$ cat src/rtl/flag_pair_pkg.sv
package flag_pair_pkg;
  localparam int FLAG_COUNT = 8;
  localparam int WORD_W     = 2 * FLAG_COUNT;

  // flag indices; the host software decodes these positions
  localparam int IDX_INT_PEND   = 0;
  localparam int IDX_RX_IE      = 1;
  localparam int IDX_TX_IE      = 2;
  localparam int IDX_MSG_VALID  = 3;
  localparam int IDX_NEW_DATA   = 4;
  localparam int IDX_CPU_UPD    = 5;
  localparam int IDX_TX_REQ     = 6;
  localparam int IDX_REMOTE_PND = 7;

  localparam logic [1:0] CODE_SET  = 2'b10;
  localparam logic [1:0] CODE_CLR  = 2'b01;

  typedef struct packed {
    logic [FLAG_COUNT-1:0] setMask;
    logic [FLAG_COUNT-1:0] clrMask;
    logic                  txOkPulse;
  } flag_strobes_t;
endpackage

$ cat src/rtl/flag_pair_ctrl.sv
module flag_pair_ctrl
  import flag_pair_pkg::*;
(
  input  logic              wrEn,
  input  logic [WORD_W-1:0] wrData,
  input  logic              txDone,
  input  logic              frameStored,
  input  logic              remoteRx,
  input  logic              newDataNow,
  output flag_strobes_t     strb
);
  logic [FLAG_COUNT-1:0] hostSet, hostClr, hwSet, hwClr;
  logic                  txClears;

  genvar gi;
  generate
    for (gi = 0; gi < FLAG_COUNT; gi++) begin : g_decode
      assign hostSet[gi] = wrEn && (wrData[2*gi+1 -: 2] == CODE_SET);
      assign hostClr[gi] = wrEn && (wrData[2*gi+1 -: 2] == CODE_CLR);
    end
  endgenerate

  assign txClears = txDone && !newDataNow;

  always_comb begin
    hwSet = '0;
    hwClr = '0;
    hwSet[IDX_NEW_DATA]   = frameStored;
    hwSet[IDX_REMOTE_PND] = remoteRx;
    hwClr[IDX_TX_REQ]     = txClears;
    hwClr[IDX_REMOTE_PND] = txClears;
  end

  // priority: hardware set, then hardware clear, then host
  always_comb begin
    strb.setMask   = hwSet | (hostSet & ~hwClr);
    strb.clrMask   = ~hwSet & (hwClr | (hostClr & ~hwSet));
    strb.txOkPulse = txClears;
  end
endmodule

$ cat src/rtl/flag_pair_dp.sv
module flag_pair_dp
  import flag_pair_pkg::*;
(
  input  logic                  clk,
  input  logic                  rstN,
  input  flag_strobes_t         strb,
  output logic [FLAG_COUNT-1:0] flagQ,
  output logic                  txOkQ,
  output logic [WORD_W-1:0]     rdWord
);
  always_ff @(posedge clk) begin
    if (!rstN) begin
      flagQ <= '0;
      txOkQ <= 1'b0;
    end else begin
      flagQ <= (flagQ & ~strb.clrMask) | strb.setMask;
      txOkQ <= strb.txOkPulse;
    end
  end

  genvar gi;
  generate
    for (gi = 0; gi < FLAG_COUNT; gi++) begin : g_encode
      assign rdWord[2*gi+1 -: 2] = flagQ[gi] ? CODE_SET : CODE_CLR;
    end
  endgenerate

  // the control never asks for both actions on one flag
  assert_set_clr_disjoint_R12: assert property (@(posedge clk) disable iff (!rstN)
    (strb.setMask & strb.clrMask) == '0);

  // an active set strobe is seen in the register next cycle
  assert_set_lands_R2: assert property (@(posedge clk) disable iff (!rstN)
    (strb.setMask != '0) |=> ((flagQ & $past(strb.setMask)) == $past(strb.setMask)));
endmodule

$ cat src/rtl/flag_pair_reg.sv
module flag_pair_reg
  import flag_pair_pkg::*;
(
  input  logic        clk,
  input  logic        rstN,
  input  logic        wrEn,
  input  logic [15:0] wrData,
  input  logic        txDone,
  input  logic        frameStored,
  input  logic        remoteRx,
  output logic [15:0] rdData,
  output logic [7:0]  flags,
  output logic        sendReq,
  output logic        txOk
);
  flag_strobes_t strb;

  flag_pair_ctrl u_ctrl (
    .wrEn(wrEn), .wrData(wrData), .txDone(txDone), .frameStored(frameStored),
    .remoteRx(remoteRx), .newDataNow(flags[IDX_NEW_DATA]), .strb(strb)
  );

  flag_pair_dp u_dp (
    .clk(clk), .rstN(rstN), .strb(strb), .flagQ(flags), .txOkQ(txOk), .rdWord(rdData)
  );

  assign sendReq = flags[IDX_TX_REQ] && flags[IDX_MSG_VALID] && !flags[IDX_CPU_UPD];

  assert_clear_all_R5: assert property (@(posedge clk) disable iff (!rstN)
    (wrEn && wrData == 16'h5555 && !frameStored && !remoteRx) |=> (flags == '0));

  assert_tx_done_R7: assert property (@(posedge clk) disable iff (!rstN)
    (txDone && !flags[IDX_NEW_DATA] && !remoteRx) |=>
      (!flags[IDX_TX_REQ] && !flags[IDX_REMOTE_PND] && txOk));

  assert_tx_blocked_R8: assert property (@(posedge clk) disable iff (!rstN)
    (txDone && flags[IDX_NEW_DATA]) |=> !txOk);

  assert_frame_stored_R9: assert property (@(posedge clk) disable iff (!rstN)
    frameStored |=> (flags[IDX_NEW_DATA] && rdData[9]));

  assert_remote_rx_R10: assert property (@(posedge clk) disable iff (!rstN)
    remoteRx |=> flags[IDX_REMOTE_PND]);

  assert_keep_code_R3: assert property (@(posedge clk) disable iff (!rstN)
    (wrEn && wrData == 16'hFFFF && !txDone && !frameStored && !remoteRx) |=> $stable(flags));
endmodule

$ cat config.mk
export PLATFORM = sky130hd
export DESIGN_NAME = flag_pair_reg
export DESIGN_NICKNAME = d
export VERILOG_FILES = /design/src/rtl/flag_pair_pkg.sv /design/src/rtl/flag_pair_ctrl.sv /design/src/rtl/flag_pair_dp.sv /design/src/rtl/flag_pair_reg.sv
export SDC_FILE = /design/constraint.sdc
export NUM_CORES = 1
export LEC_CHECK = 0
export BUFFER_PORTS_ARGS = -buffer_cell sky130_fd_sc_hd__buf_2
export CORE_MARGIN = 8
export CORE_UTILIZATION = 35
export DETAILED_ROUTE_END_ITERATION = 7
export PLACE_DENSITY_LB_ADDON = 0.3
export SETUP_SLACK_MARGIN = 0.02
export SLEW_MARGIN = 20
export SYNTH_ARGS = -nofsm -noshare
export SYNTH_HDL_FRONTEND = slang
export SYNTH_SLANG_ARGS = --single-unit
$ cat constraint.sdc
create_clock -name clk -period 0.85 [get_ports clk]
set_input_delay 0.0425 -clock clk [delete_from_list [all_inputs] [get_ports clk]]
set_output_delay 0.0425 -clock clk [all_outputs]
set_load 0.05 [all_outputs]
Word level (Yosys, flattened, before mapping). Index checks and enable logic that the tools add are counted.

Equality and inequality tests: 16. Multiplexer cells: 8. Bitwise gates (word level): 10. Reduce and logical (&&, ||, !) cells: 21.

Operators with widths (number): $and A8 B8 Y8 (4); $not A8 Y8 (3); $or A8 B8 Y8 (3); $logic_and A1 B1 Y1 (19); $eq A2 B1 Y1 const B (8); $eq A2 B2 Y1 const B (8); $mux W2 (8); $logic_not A1 Y1 (2).

Bits in registers: 9. Input bits: 22. Output and inout bits: 26. Logic and storage cells: 57.

Depth between registers and ports, before layout.
Depth in word-level cells: 8. Mapped depth: 4.

Hierarchy. A second synthesis with hierarchy kept.

Cell total of the unflattened synthesis: 73. Area total of the unflattened synthesis: 665.6 µm².

Modules (own cells, without submodules): flag_pair_dp (times used 1, cells an instance 43, area an instance 456.7 µm², seq. area each 180.2 µm²); flag_pair_ctrl (times used 1, cells an instance 29, area an instance 200.2 µm², seq. area each 0.0 µm²); flag_pair_reg (times used 1, cells an instance 1, area an instance 8.8 µm², seq. area each 0.0 µm²).

Least setup slack after synthesis. OpenSTA, ideal clock, no wires.

Path kind: reg-to-output. Start point: register u_dp.flagQ[6]. End point: output sendReq. Arrival time: 2217 ps. Required time: 808 ps. Slack: -1410 ps. Cell stages (with the launch flop): 3. Cells stage by stage: dfxtp_1 -> inv_1 -> nor3_1.

Word-level cells in the longest chain between the ends: 2.

Ends and longest elaborated chain: from (decl) (line flag_pair_dp.sv:7) `output logic [FLAG_COUNT-1:0] flagQ,`; from (signal assigned) (line flag_pair_dp.sv:16) `flagQ <= (flagQ & ~strb.clrMask) | strb.setMask;`; $logic_and A1 B1 Y1 (2 in a row) (line flag_pair_reg.sv:27) `assign sendReq = flags[IDX_TX_REQ] && flags[IDX_MSG_VALID] && !flags[IDX_CPU_UPD];`; to (decl) (line flag_pair_reg.sv:13) `output logic sendReq,`.

No other way between the ends.

Final worst setup path. Ends and elaborated chain as after synthesis.

==> flow_summary_export.csv <==
group,metric,value,unit
yosys,ys_seq_area_frac,0.338,
yosys,synth_warnings,0,
clock_network,numCtsBuffers,3,
floorplan,start_util,0.362,
detailed_routing,via_count,625,
detailed_routing,drt_iter0_markers,9,
finish,final_common_cell,"buf_2",
clock_network,clkTransAtPathRegs,0.07,ns
run_status,outcome,"finished, violations left",
global_routing,grt_usage,0.124,
timing,worst_pin_slew,0.145,ns
pwr,ir_drop,0.878,mV
global_routing,grt_pass1_vias,660,
detailed_routing,wl,1740,um
timing,fin_crit_sh,1.30,
clock_network,holdBufCountCts,0,
global_routing,grt_max_degree,10,
setup_path,critPathKind,"reg2out",
setup_path,cp-start-kind,"register",
setup_path,critical_path_arrival,1.06,ns
placed_design,dp_hpwl,1290,um
detailed_routing,drt_first_pass_iters,4,
timing,max_freq,0.905,GHz
floorplan,io_pins,48,
pwr,total_power,0.00157,W
detailed_routing,drc,0,
global_routing,gr-total-overflow,0,
clock_network,htreeDepth,1,
floorplan,die_h,55.0,um
yosys,ys_seq_elements,9,
floorplan,die-area,0.00303,mm2
finish,area_growth,108,%
timing,rsz0062_at_grt,"yes",
clock_network,cts_tree,"done",
pwr,power.leakage,0.496,nW
finish,drive_gt1_frac,0.650,
setup_path,crit_path_end_kind,"primary output",
clock_network,cts.root.buffer_cell,"clkbuf_4",
yosys,synth_largest_area_cell,"dfxtp_1",
yosys,avgSynthCellArea,7.51,um2
placed_design,place.gp.congestion,0.670,
yosys,synth_top_area_share,0.338,
yosys,netlist_area,533,um2
global_routing,grt_pass1_wl,2760,um
yosys,synth_area_leaders,"dfxtp_1, buf_4, nand2_1",
floorplan,row_count,14,
clock_network,cts.sinks,9,
detailed_routing,wl_per_cell,12.8,um
finish,final_cell_mix,"buf_2, buf_8, nand2_1, buf_6, dfxtp_4",
yosys,ys_types,20,
finish,final_util,0.754,
flow_run,drv_cap,0,
floorplan,coreArea,0.00147,mm2
global_routing,antenna_found_initial,0,
timing,finalClockSkew,0.0000361,ns
detailed_routing,final_antenna_net_count,0,
setup_path,cp_max_fo,2,
finish,antennaDiodeCount,0,
clock_network,cts.path.max_buffers,2,
detailed_routing,vias_per_cell,4.60,
run_status,violations,"negative setup slack",
floorplan,die_width,55.0,um
timing,setup_viol,22,
timing,setup_ws,-0.255,ns
hold_path,hold_class,"in2reg",
timing,fin_crit,1.11,ns
yosys,syn_inst,71,
timing,slew_headroom,0.903,
pwr,p_per_area,1410,mW/mm2
finish,num-nets-final,143,
placed_design,portBuffers,47,
setup_path,critical_path_required,0.81,ns
yosys,syn_nets,93,
timing,slew_violations,0,
timing,hold_violations,0,
clock_network,worstSkewPairLatency,0.26,ns
synth_stat cells, drive strengths merged:
library cell   n
nand2         14
buf           10
dfxtp          9
inv            8
o21ai          7
nor2b          6
a21boi         5
a21oi          4
a211o          1
and2b          1
and3           1
nand2b         1
nor3           1
o311a          1
or2            1
or2b           1
worst max-delay path, stage by stage, from the launching register on:
cell and delay [ns]:
dfxtp_4 0.36, clkinvlp_4 0.10, nor3_4 0.16, buf_6 0.18
per-layer routing:
metal,GRT usage,routed length (um),vias up
li1,-,-,318
met1,0.123,633,274
met2,0.223,877,28
met3,0.0455,193,5
met4,0.0600,31,0
met5,0,0,-
power by group:
group	leakage (nW)	switching, W	internal [W]
combinational	0.402	0.000412	0.000310
clock	0.0150	0.000160	0.000181
sequential	0.0795	0.0000575	0.000446
total	0.496	0.000629	0.000937
cells by family (layout without fill, tap and decap cells):
| logic type | after synthesis | count (layout) | synth area share |
|---|---|---|---|
| and+or+nand+nor | 26 | 26 | 0.242 |
| AOI/OAI and AO/OA | 18 | 18 | 0.216 |
| buffers and inverters | 18 | 67 | 0.204 |
| DFF | 9 | 9 | 0.338 |
path summary, 6_finish.rpt:
check | startpoint | endpoint | slack, ns | depth (start not counted)
setup / recovery | u_dp.flagQ[6] | sendReq | -0.26 | 3
hold / removal | wrData[13] | u_dp.flagQ[6] | 0.02 | 3
setup reg to reg | u_dp.flagQ[7] | u_dp.flagQ[7] | -0.05 | 4
hold reg to reg | u_dp.flagQ[1] | u_dp.flagQ[1] | 0.53 | 2
final cells by class:
| cell class | count | area, um2 |
|---|---|---|
| repair buffers | 55 | 542 |
| fillers | 109 | 362 |
| multi-input cells | 44 | 263 |
| flip-flops and latches | 9 | 210 |
| inverters | 8 | 48.8 |
| clock buffers | 4 | 26.3 |
| well taps | 16 | 20.0 |
state kept, by name (all words and copies together) (netlist names):
signal,count
u_dp.txOkQ,1
u_dp.flagQ,8
what timing repair did:
action                                  in CTS  in global routing
endpoints found under the setup margin      28                 31
gates resized for setup                     74                 10
pin swaps                                    2                  3
buffers inserted                             3                  2
through the flow:
step | cell area [um2] | TNS, ns | std cells | setup WS (ns) | hold WS, ns
after floorplan | 586 | -0.569 | 71 | -0.491 | 0.149
after global placement | 805 | -0.0324 | 128 | -0.0324 | 0.295
after detailed placement | 805 | -0.0437 | 128 | -0.0437 | 0.296
after CTS | 1080 | -1.47 | 135 | -0.251 | 0.0215
after global routing | 1110 | -2.34 | 136 | -0.318 | 0.0276
final | 1110 | -1.51 | 136 | -0.255 | 0.0227
Note: power is estimated with default switching activity, not from simulation.
